$ cat src/rtl/rht_pkg.sv
package rht_pkg;
  // How an incoming activation is placed in the table
  typedef enum logic [1:0] {
    SLOT_HIT   = 2'd0,
    SLOT_FREE  = 2'd1,
    SLOT_EVICT = 2'd2
  } slot_kind_e;
endpackage

$ cat src/rtl/rht_table.sv
module rht_table
  import rht_pkg::*;
#(
  parameter int ENTRIES = 16,
  parameter int ROW_W   = 17,
  parameter int THRESH  = 262144,
  parameter int CNT_W   = 19
) (
  input  logic             clk,
  input  logic             rst_n,
  input  logic             act_valid,
  input  logic [ROW_W-1:0] act_row,
  input  logic             win_clear,
  output logic             trig,
  output logic [ROW_W-1:0] trig_row
);
  localparam int IDX_W = (ENTRIES > 1) ? $clog2(ENTRIES) : 1;

  logic [ENTRIES-1:0]   ent_vld;
  logic [ROW_W-1:0]     ent_row [ENTRIES];
  logic [CNT_W-1:0]     ent_cnt [ENTRIES];

  logic                 hit, has_free;
  logic [IDX_W-1:0]     hit_idx, free_idx, min_idx, tgt_idx;
  logic [CNT_W-1:0]     min_cnt, base_cnt, next_cnt;
  slot_kind_e           kind;

  // match and free-slot search
  always_comb begin
    hit      = 1'b0;
    hit_idx  = '0;
    has_free = 1'b0;
    free_idx = '0;
    for (int i = ENTRIES - 1; i >= 0; i--) begin
      if (ent_vld[i] && ent_row[i] == act_row) begin
        hit     = 1'b1;
        hit_idx = IDX_W'(i);
      end
      if (!ent_vld[i]) begin
        has_free = 1'b1;
        free_idx = IDX_W'(i);
      end
    end
  end

  // smallest-count search, lowest index on a tie
  always_comb begin
    min_idx = '0;
    min_cnt = ent_cnt[0];
    for (int i = 1; i < ENTRIES; i++) begin
      if (ent_cnt[i] < min_cnt) begin
        min_cnt = ent_cnt[i];
        min_idx = IDX_W'(i);
      end
    end
  end

  always_comb begin
    if (hit)           kind = SLOT_HIT;
    else if (has_free) kind = SLOT_FREE;
    else               kind = SLOT_EVICT;
    case (kind)
      SLOT_HIT:  begin base_cnt = ent_cnt[hit_idx]; tgt_idx = hit_idx;  end
      SLOT_FREE: begin base_cnt = '0;               tgt_idx = free_idx; end
      default:   begin base_cnt = min_cnt;          tgt_idx = min_idx;  end
    endcase
    next_cnt = base_cnt + CNT_W'(1);
  end

  assign trig     = act_valid && !win_clear && (next_cnt >= CNT_W'(THRESH));
  assign trig_row = act_row;

  always_ff @(posedge clk or negedge rst_n) begin
    if (!rst_n) begin
      ent_vld <= '0;
      for (int i = 0; i < ENTRIES; i++) begin
        ent_row[i] <= '0;
        ent_cnt[i] <= '0;
      end
    end else if (win_clear) begin
      ent_vld <= '0;
      for (int i = 0; i < ENTRIES; i++) ent_cnt[i] <= '0;
    end else if (act_valid) begin
      ent_vld[tgt_idx] <= 1'b1;
      ent_row[tgt_idx] <= act_row;
      ent_cnt[tgt_idx] <= trig ? '0 : next_cnt;
    end
  end
endmodule

$ cat src/rtl/rht_neighbors.sv
module rht_neighbors #(
  parameter int ROW_W = 17
) (
  input  logic             trig,
  input  logic [ROW_W-1:0] row,
  output logic             lo_valid,
  output logic [ROW_W-1:0] lo_row,
  output logic             hi_valid,
  output logic [ROW_W-1:0] hi_row
);
  localparam logic [ROW_W-1:0] ROW_MAX = '1;

  assign lo_valid = trig && (row != '0);
  assign hi_valid = trig && (row != ROW_MAX);
  assign lo_row   = row - ROW_W'(1);
  assign hi_row   = row + ROW_W'(1);
endmodule

$ cat src/rtl/rht_fifo.sv
module rht_fifo #(
  parameter int DEPTH = 8,
  parameter int W     = 17
) (
  input  logic         clk,
  input  logic         rst_n,
  input  logic         a_valid,
  input  logic [W-1:0] a_data,
  input  logic         b_valid,
  input  logic [W-1:0] b_data,
  output logic         dropped,
  output logic         out_valid,
  output logic [W-1:0] out_data,
  input  logic         out_ready
);
  localparam int AW = (DEPTH > 1) ? $clog2(DEPTH) : 1;
  localparam int CW = $clog2(DEPTH + 1);

  logic [W-1:0]  mem [DEPTH];
  logic [AW-1:0] rd_ptr, wr_ptr, wr_ptr_n;
  logic [CW-1:0] count, space;
  logic [1:0]    n_req, n_acc;
  logic [W-1:0]  first_d;
  logic          pop;

  function automatic logic [AW-1:0] inc(input logic [AW-1:0] p);
    return (p == AW'(DEPTH - 1)) ? '0 : p + AW'(1);
  endfunction

  assign space    = CW'(DEPTH) - count;
  assign n_req    = {1'b0, a_valid} + {1'b0, b_valid};
  assign n_acc    = (CW'(n_req) > space) ? space[1:0] : n_req;
  assign dropped  = CW'(n_req) > space;
  assign first_d  = a_valid ? a_data : b_data;
  assign wr_ptr_n = inc(wr_ptr);
  assign out_valid = (count != '0);
  assign out_data  = mem[rd_ptr];
  assign pop       = out_valid && out_ready;

  always_ff @(posedge clk or negedge rst_n) begin
    if (!rst_n) begin
      rd_ptr <= '0;
      wr_ptr <= '0;
      count  <= '0;
      for (int i = 0; i < DEPTH; i++) mem[i] <= '0;
    end else begin
      if (n_acc != 2'd0) mem[wr_ptr]   <= first_d;
      if (n_acc == 2'd2) mem[wr_ptr_n] <= b_data;
      case (n_acc)
        2'd1:    wr_ptr <= wr_ptr_n;
        2'd2:    wr_ptr <= inc(wr_ptr_n);
        default: wr_ptr <= wr_ptr;
      endcase
      if (pop) rd_ptr <= inc(rd_ptr);
      count <= count + CW'(n_acc) - CW'(pop);
    end
  end
endmodule

$ cat src/rtl/rowhammer_tracker.sv
module rowhammer_tracker #(
  parameter int ROW_W      = 17,
  parameter int ENTRIES    = 16,
  parameter int THRESH     = 262144,
  parameter int FIFO_DEPTH = 8
) (
  input  logic             clk,
  input  logic             rst_n,
  input  logic             act_valid,
  input  logic [ROW_W-1:0] act_row,
  input  logic             window_clear,
  output logic             ref_valid,
  input  logic             ref_ready,
  output logic [ROW_W-1:0] ref_row,
  output logic             overflow
);
  localparam int CNT_W = $clog2(THRESH + 1);

  logic             trig;
  logic [ROW_W-1:0] trig_row;
  logic             lo_v, hi_v, dropped;
  logic [ROW_W-1:0] lo_r, hi_r;

  rht_table #(
    .ENTRIES(ENTRIES), .ROW_W(ROW_W), .THRESH(THRESH), .CNT_W(CNT_W)
  ) u_table (
    .clk(clk), .rst_n(rst_n), .act_valid(act_valid), .act_row(act_row),
    .win_clear(window_clear), .trig(trig), .trig_row(trig_row)
  );

  rht_neighbors #(.ROW_W(ROW_W)) u_nbr (
    .trig(trig), .row(trig_row),
    .lo_valid(lo_v), .lo_row(lo_r), .hi_valid(hi_v), .hi_row(hi_r)
  );

  rht_fifo #(.DEPTH(FIFO_DEPTH), .W(ROW_W)) u_fifo (
    .clk(clk), .rst_n(rst_n),
    .a_valid(lo_v), .a_data(lo_r), .b_valid(hi_v), .b_data(hi_r),
    .dropped(dropped),
    .out_valid(ref_valid), .out_data(ref_row), .out_ready(ref_ready)
  );

  always_ff @(posedge clk or negedge rst_n) begin
    if (!rst_n)            overflow <= 1'b0;
    else if (window_clear) overflow <= 1'b0;
    else if (dropped)      overflow <= 1'b1;
  end
endmodule

$ cat config.mk
export PLATFORM = sky130hd
export DESIGN_NAME = rowhammer_tracker
export DESIGN_NICKNAME = d
export VERILOG_FILES = /design/src/rtl/rht_pkg.sv /design/src/rtl/rht_table.sv /design/src/rtl/rht_neighbors.sv /design/src/rtl/rht_fifo.sv /design/src/rtl/rowhammer_tracker.sv
export SDC_FILE = /design/constraint.sdc
export NUM_CORES = 2
export LEC_CHECK = 0
export ABC_AREA = 1
export BUFFER_PORTS_ARGS = -buffer_cell sky130_fd_sc_hd__buf_4
export CAP_MARGIN = 40
export CORE_MARGIN = 2
export CORE_UTILIZATION = 40
export CTS_CLUSTER_SIZE = 28
export DETAILED_ROUTE_END_ITERATION = 12
export GPL_TIMING_DRIVEN = 0
export HOLD_SLACK_MARGIN = 0.06
export PLACE_DENSITY = 0.51
export RECOVER_POWER = 25
export SYNTH_ARGS = -nofsm -noshare
export SYNTH_HDL_FRONTEND = slang
export SYNTH_SLANG_ARGS = --single-unit
$ cat constraint.sdc
create_clock -name clk -period 37.4 [get_ports clk]
set_clock_uncertainty 0.05 [all_clocks]
set_input_delay 11.22 -clock clk [delete_from_list [all_inputs] [get_ports clk]]
set_output_delay 11.22 -clock clk [all_outputs]
set_load 0.02 [all_outputs]
; After elaboration in Yosys (flattened, before gate mapping)
; Index checks and enable logic that the tools add are counted.
[classes]
add_sub_neg = 10
magnitude_cmp = 27
eq_ne = 23
muxes = 133
bitwise_logic = 7
n_reduce_logical = 34
[ops]
columns = cell, count
row1 = 2-to-1 mux 304 bit, 2
row2 = 2-to-1 mux 19 bit, 19
row3 = bitwise mux 304 bit, 1
row4 = < comparator 19 bit, 15
row5 = bitwise mux 136 bit, 2
row6 = bitwise mux 272 bit, 1
row7 = == test 17 bit, 16
row8 = 2-to-1 mux 136 bit, 2
row9 = 2-to-1 mux 4 bit, 40
row10 = demux 17 bit (select 3 bit), 2
row11 = 2-to-1 mux 17 bit, 6
row12 = binary-select mux 19 bit (select 4 bit), 1
row13 = demux 19 bit (select 4 bit), 1
row14 = demux 17 bit (select 4 bit), 1
row15 = binary-select mux 17 bit (select 3 bit), 1
row16 = case mux 19 bit (2 select lines), 1
row17 = 2-to-1 mux 1 bit, 36
row18 = 2-to-1 mux 16 bit, 2
row19 = logical AND 1 bit, 25
row20 = 2-to-1 mux 3 bit, 7
row21 = "adder 19 x 1 -> 19 bit, second input constant", 1
row22 = "greater-or-equal comparator 19 bit, second input constant", 1
row23 = "adder 17 x 1 -> 17 bit, second input constant", 1
row24 = "inequality test 17 bit, second input constant", 1
row25 = other kinds (30), 49
[totals]
regBits = 739
input_bits = 22
output_inout_bits = 19
word_cells = 279

; Logic depth before layout (Yosys ltp)
[depth]
word_depth = 42
ltp_mapped = 225
ltp_nobuf = 201

; Cells and area by module
; Synthesis repeated with hierarchy kept, for this count alone.
[unflattened]
cells_unflattened = 7203
hier_area_um2 = 50817.5
[modules_own_cells]
columns = module, instances, cells_per_inst, area_per_inst_um2, seq_area_each_um2
row1 = rht_table, 1, 5555, 40005.9, 14814.2
row2 = rht_fifo, 1, 1464, 9899.5, 3653.5
row3 = rht_neighbors, 1, 181, 879.6, 0.0
row4 = rowhammer_tracker, 1, 3, 32.5, 25.0

; Worst setup path before layout
; No wires, ideal clock.
[synth_timing]
path_type = register -> register
from = register u_table.ent_cnt[284] (netlist bit)
to = register u_fifo.mem[4] (netlist bit)
setup_time_ns = 0.063
arrival_time_ns = 28.545
t_required_ns = 37.287
path_slack_ns = 8.742
path_stages_with_launch = 205
path_buffers = 32
period_less_slack_ns = 28.658
path_cell_list = dfrtp_1 > ha_1 > nand2_1 > inv_1 > nand2_1 > nand2_1 > a21oi_2 > nand3_2 > buf_6 > buf_4 > nand2_1 > o21ai_0 > ha_1 > nand2_1 > nor4_1 > nor3b_2 > nand4_1 > a21oi_2 > [... 169 more ...] > ha_1 > ha_1 > o21ai_0 > nand2_1 > nand2_1 > o211ai_1 > nand2_1 > o21a_1 > inv_1 > ha_1 > nor3_1 > or2_2 > clkbuf_1 > buf_1 > o22ai_1 > inv_1 > nand2_1 > inv_1
[synth_via]
elab_chain_len = 42
word_cells_on_any_way = 49
classes_between = 2 x add/sub / 17 x order compare / 1 x eq/ne / 25 x mux / 4 x reduce/logical
[synth_rtl]
columns = item, line_no
row1 = "start, declared", rht_table.sv:21  ; logic [CNT_W-1:0] ent_cnt [ENTRIES];
row2 = "start signal, assigned by index", rht_table.sv:86  ; ent_cnt[tgt_idx] <= trig ? '0 : next_cnt;
row3 = < comparator 19 bit, rht_table.sv:51  ; if (ent_cnt[i] < min_cnt) begin
row4 = 2-to-1 mux 19 bit, rht_table.sv:51
row5 = < comparator 19 bit, rht_table.sv:51
row6 = 2-to-1 mux 19 bit, rht_table.sv:51
row7 = < comparator 19 bit, rht_table.sv:51
row8 = 2-to-1 mux 19 bit, rht_table.sv:51
row9 = < comparator 19 bit, rht_table.sv:51
row10 = 2-to-1 mux 19 bit, rht_table.sv:51
row11 = [... 26 more ...], n/a
row12 = logical AND 1 bit (on tied branches), "rht_neighbors.sv:13, rht_neighbors.sv:14"
row13 = adder 1 x 1 -> 2 bit, rht_fifo.sv:31  ; assign n_req = {1'b0, a_valid} + {1'b0, b_valid};
row14 = > comparator 2 x 4 -> 1 bit, rht_fifo.sv:32  ; assign n_acc = (CW'(n_req) > space) ? space[1:0] : n_req;
row15 = 2-to-1 mux 2 bit, rht_fifo.sv:32
row16 = nonzero test 2 bit, rht_fifo.sv:47  ; if (n_acc != 2'd0) mem[wr_ptr] <= first_d;
row17 = 2-to-1 mux 136 bit, rht_fifo.sv:47
row18 = bitwise mux 136 bit, rht_fifo.sv:48  ; if (n_acc == 2'd2) mem[wr_ptr_n] <= b_data;
row19 = 2-to-1 mux 136 bit (*), rht_fifo.sv:48
row20 = "end signal, assigned by index", rht_fifo.sv:47
row21 = "end signal, assigned by index", rht_fifo.sv:48
row22 = "end, declared", rht_fifo.sv:19  ; logic [W-1:0] mem [DEPTH];
; Mark *: on every way between the ends. The rest lies on a longest branch, timed or not. The select of a mux whose other input is x is not followed.
; A chain may end at the register's enable or synchronous reset.

; Final worst setup path
[layout_timing]
from = register u_table.ent_cnt[299] (netlist bit)
to = register u_fifo.mem[74] (netlist bit)
; Same word-level chain as after synthesis.

==> impl_metrics.csv <==
group,metric,value,unit
run_status,status,"finished with violations",
run_status,failed_checks,"max-capacitance violations, max-slew violations",
detailed_routing,drt-total-wl,237,mm
setup_path,max_stage_delay,420,ps
timing,timing.max_slew.rel_slack,-293,%
clock_network,clkTransAtPathRegs,60,ps
global_route,grt_pass1_vias,47500,
setup_path,timing.critical_path.required,37980,ps
timing,tightestPinTransition,5900,ps
final_layout,num-nets-final,6993,
min_path,min_path_cells,2,
timing,finalCritPeriodShare,93.4,%
logic_synthesis,mappedNetlistArea,48300,sq um
floorplanning,fp-row-count,127,
detailed_routing,num_vias,49700,
clock_network,max-clock-path-buffers,3,
global_route,grt_pass1_wl,339,mm
logic_synthesis,avgSynthCellArea,7.51,sq um
setup_path,crit_arrival,35510,ps
global_route,grt_start_max_net_pins,109,
setup_path,cp_max_fo,19,
logic_synthesis,synth.ff_latch_count,739,
logic_synthesis,postSynth.topFlopCell,"sky130_fd_sc_hd__dfrtp_1",
placed_design,detailedPlace.worstSlack,-2710,ps
min_path,hold_path.class,"reg2reg",
setup_path,critical_path_buf_inv_count,46,
floorplanning,starting_density_of_the_core,40.3,%
timing,setup_tns,0,ps
floorplanning,die-area,124000,sq um
timing,final.setup.worst_slack,2470,ps
global_route,number_of_antenna_violations_at_the_first_check_in_global_routing,4,
logic_synthesis,syn-instance-count,6438,
global_route,grt_overflow,0,
global_route,globalRouteTotalUtil,38.1,%
placed_design,final_gp_congestion,1.01,
logic_synthesis,synth.lib_cells_used.distinct,67,
flow_run,maxCapViolCount,6,
clock_network,cts_root_buf,"sky130_fd_sc_hd__clkbuf_16",
clock_network,clock_tree_from_tritoncts,"done",
setup_path,timing.critical_path.from_type,"flip-flop",
detailed_routing,ant_nets,0,
setup_path,register_to_register_setup_slack,2470,ps
detailed_routing,detail_route.first_pass.iterations,8,
placed_design,post_detail_place_hpwl,182,mm
setup_path,r2r.worst_path.cells,204,
placed_design,place.port_buffers,34,
detailed_routing,detail_route.wl_per_cell,28.3,microns
placed_design,place.detailed.instances,8203,
clock_network,htree_num_levels,3,
setup_path,crit_family,"simple AND/OR/NAND/NOR gates",
timing,final-hold-violation-count,0,
floorplanning,die_h,352,microns
clock_network,cts_inserted_buffers,93,
logic_synthesis,mappedNetlistNets,6742,
clock_network,numClockSinks,739,
setup_path,rr_endpoint,"u_fifo.mem[74]",
timing,timing.final.setup_violations,0,
timing,number_of_max_slew_violations_in_the_final_report,474,
clock_network,clock_latency,700,ps
setup_path,cpMostUsedCell,"sky130_fd_sc_hd__nand4_1",
detailed_routing,detail_route.iter0.violations,5683,
logic_synthesis,synth_warnings,0,
logic_synthesis,synth-seq-area-share,38.3,%
timing,clock.fmax,0.0286,GHz
setup_path,timing.critical_path.slowest_stage_cell,"sky130_fd_sc_hd__nor4_4",
floorplanning,chipWidth,352,microns
clock_network,holdBufCountCts,0,
setup_path,rr_startpoint,"u_table.ent_cnt[299]",
floorplanning,design.portCount,41,
final_layout,layout.cells.non_filler,8379,
detailed_routing,via_per_inst,5.93,
final_layout,layout-drive-gt1-share,9.21,%
logic_synthesis,synth_enable_flop_cells,0,
floorplanning,core_area,120000,sq um
setup_path,criticalPathCategory,"reg2reg",
timing,final_period_minus_worst_setup_slack,34930,ps
setup_path,endpoint_kind,"flip-flop",
min_path,whs_endpoint,"u_table.ent_cnt[301]",
final_layout,flow.area_growth_from_synthesis,15.1,%
min_path,min-delay-start,"u_table.ent_cnt[301]",
logic_synthesis,synthArstFlopShare,100,%
detailed_routing,route.detailed.drc,0,
[placed cells by master, fill, tap and decap left out, types with 27 or more instances in the layout]
| cell | netlist | layout |
|---|---|---|
| sky130_fd_sc_hd__buf_6 | 44 | 92 |
| sky130_fd_sc_hd__buf_8 | 8 | 59 |
| sky130_fd_sc_hd__nand2_1 | 1441 | 1439 |
| sky130_fd_sc_hd__clkbuf_1 | 270 | 271 |
| sky130_fd_sc_hd__buf_2 | 22 | 28 |
| sky130_fd_sc_hd__xor2_1 | 82 | 82 |
| sky130_fd_sc_hd__nand4_1 | 98 | 98 |
| sky130_fd_sc_hd__nor2_1 | 260 | 253 |
| sky130_fd_sc_hd__ha_1 | 281 | 280 |
| sky130_fd_sc_hd__a21oi_1 | 301 | 301 |
| sky130_fd_sc_hd__a211oi_1 | 27 | 27 |
| sky130_fd_sc_hd__o21ai_0 | 851 | 842 |
| sky130_fd_sc_hd__clkbuf_16 | 0 | 95 |
| sky130_fd_sc_hd__o22ai_1 | 359 | 359 |
| sky130_fd_sc_hd__nor4_1 | 50 | 44 |
| sky130_fd_sc_hd__buf_4 | 16 | 62 |
| sky130_fd_sc_hd__nand3_1 | 373 | 373 |
| sky130_fd_sc_hd__nand2_2 | 44 | 46 |
| sky130_fd_sc_hd__inv_1 | 712 | 711 |
| sky130_fd_sc_hd__o21ai_1 | 99 | 106 |
| sky130_fd_sc_hd__dfrtp_1 | 739 | 739 |
[kinds of logic after synthesis]
group                      share of synthesized area [%]
AOI/OAI and AO/OA                                   20.7
adders and majority gates                           7.32
xor gates and xnor gates                            1.96
DFF                                                 38.3
and+or+nand+nor                                     21.6
buffers and inverters                               10.2
[flip-flops by register name (all words and copies together) (netlist names)]
register / flops
u_fifo.count: 4
u_fifo.wr_ptr: 3
overflow: 1
u_table.ent_vld: 16
u_fifo.mem: 136
u_table.ent_cnt: 304
u_fifo.rd_ptr: 3
u_table.ent_row: 272
[cell usage after synthesis, drive strengths merged, types with 82 or more instances]
master,count,share of area (%)
xor2,82,1.5
nand3,386,4.2
nor2,285,2.5
o21ai,963,10
inv,721,5.6
buf,119,2.1
nand2,1498,12
clkbuf,275,2.2
ha,281,7.3
a21oi,310,3.3
dfrtp,739,38
nand4,107,1.5
o22ai,376,5.1
[per-layer routing]
layer  global-route usage, %  wire (microns)
met5                       0              24
met4                    19.5           14000
met3                    7.01           21400
met2                    60.3          106000
met1                    49.8           95900
[area by class of cell]
class	count	area [sq um]
Antenna cell	6	15.0
Buffer	392	2140
Clock buffer	136	2740
Clock inverter	31	459
Fill cell	12400	64200
Inverter	747	2810
Multi-Input combinational cell	4556	25200
Sequential cell	739	18500
Tap cell	1612	2020
Timing Repair Buffer	160	1800
[worst reg2reg max path, delay by kind of cell (launching register included)]
family                   cells  cell delay, ps
AND/OR/NAND/NOR            105           15070
buffers and inverters       46            6870
AO/OA/AOI/OAI               34            6320
adder cells (fa/ha/maj)     19            6170
flip-flops                   1             360
[how the worst max path moves through the flow]
stage | start | to | slack, ps | cells past startpoint
final | u_table.ent_cnt[299] | u_fifo.mem[74] | 2470 | 204
after floorplan | u_table.ent_cnt[284] | u_fifo.mem[4] | 8740 | 204
after CTS | u_table.ent_cnt[299] | u_fifo.mem[117] | 50 | 204
after global routing | u_table.ent_cnt[302] | u_fifo.mem[120] | -130 | 205
after global placement | u_table.ent_cnt[299] | u_fifo.mem[71] | -3140 | 203
after detailed placement | u_table.ent_cnt[299] | u_fifo.mem[69] | -2710 | 204
[repair_timing]
item,in CTS,in global routing
pin swaps,1,3
buffers inserted,0,7
setup endpoints to repair,144,144
endpoints found under the hold margin,0,0
gates resized for setup,19,99
[stage by stage]
| stage | utilization, % | hold WS [ps] | cell area [sq um] |
|---|---|---|---|
| floorplan | - | 398 | 48300 |
| global placement | 42.2 | 422 | 50600 |
| detailed placement | 43.6 | 427 | 52200 |
| CTS | 46.3 | 442 | 55500 |
| global route | 46.4 | 456 | 55600 |
| finish | 46.4 | 440 | 55600 |
Power is left out: the tool's default activity adds up to more than one toggle a clock period on the data nets, which glitch-free logic cannot reach.
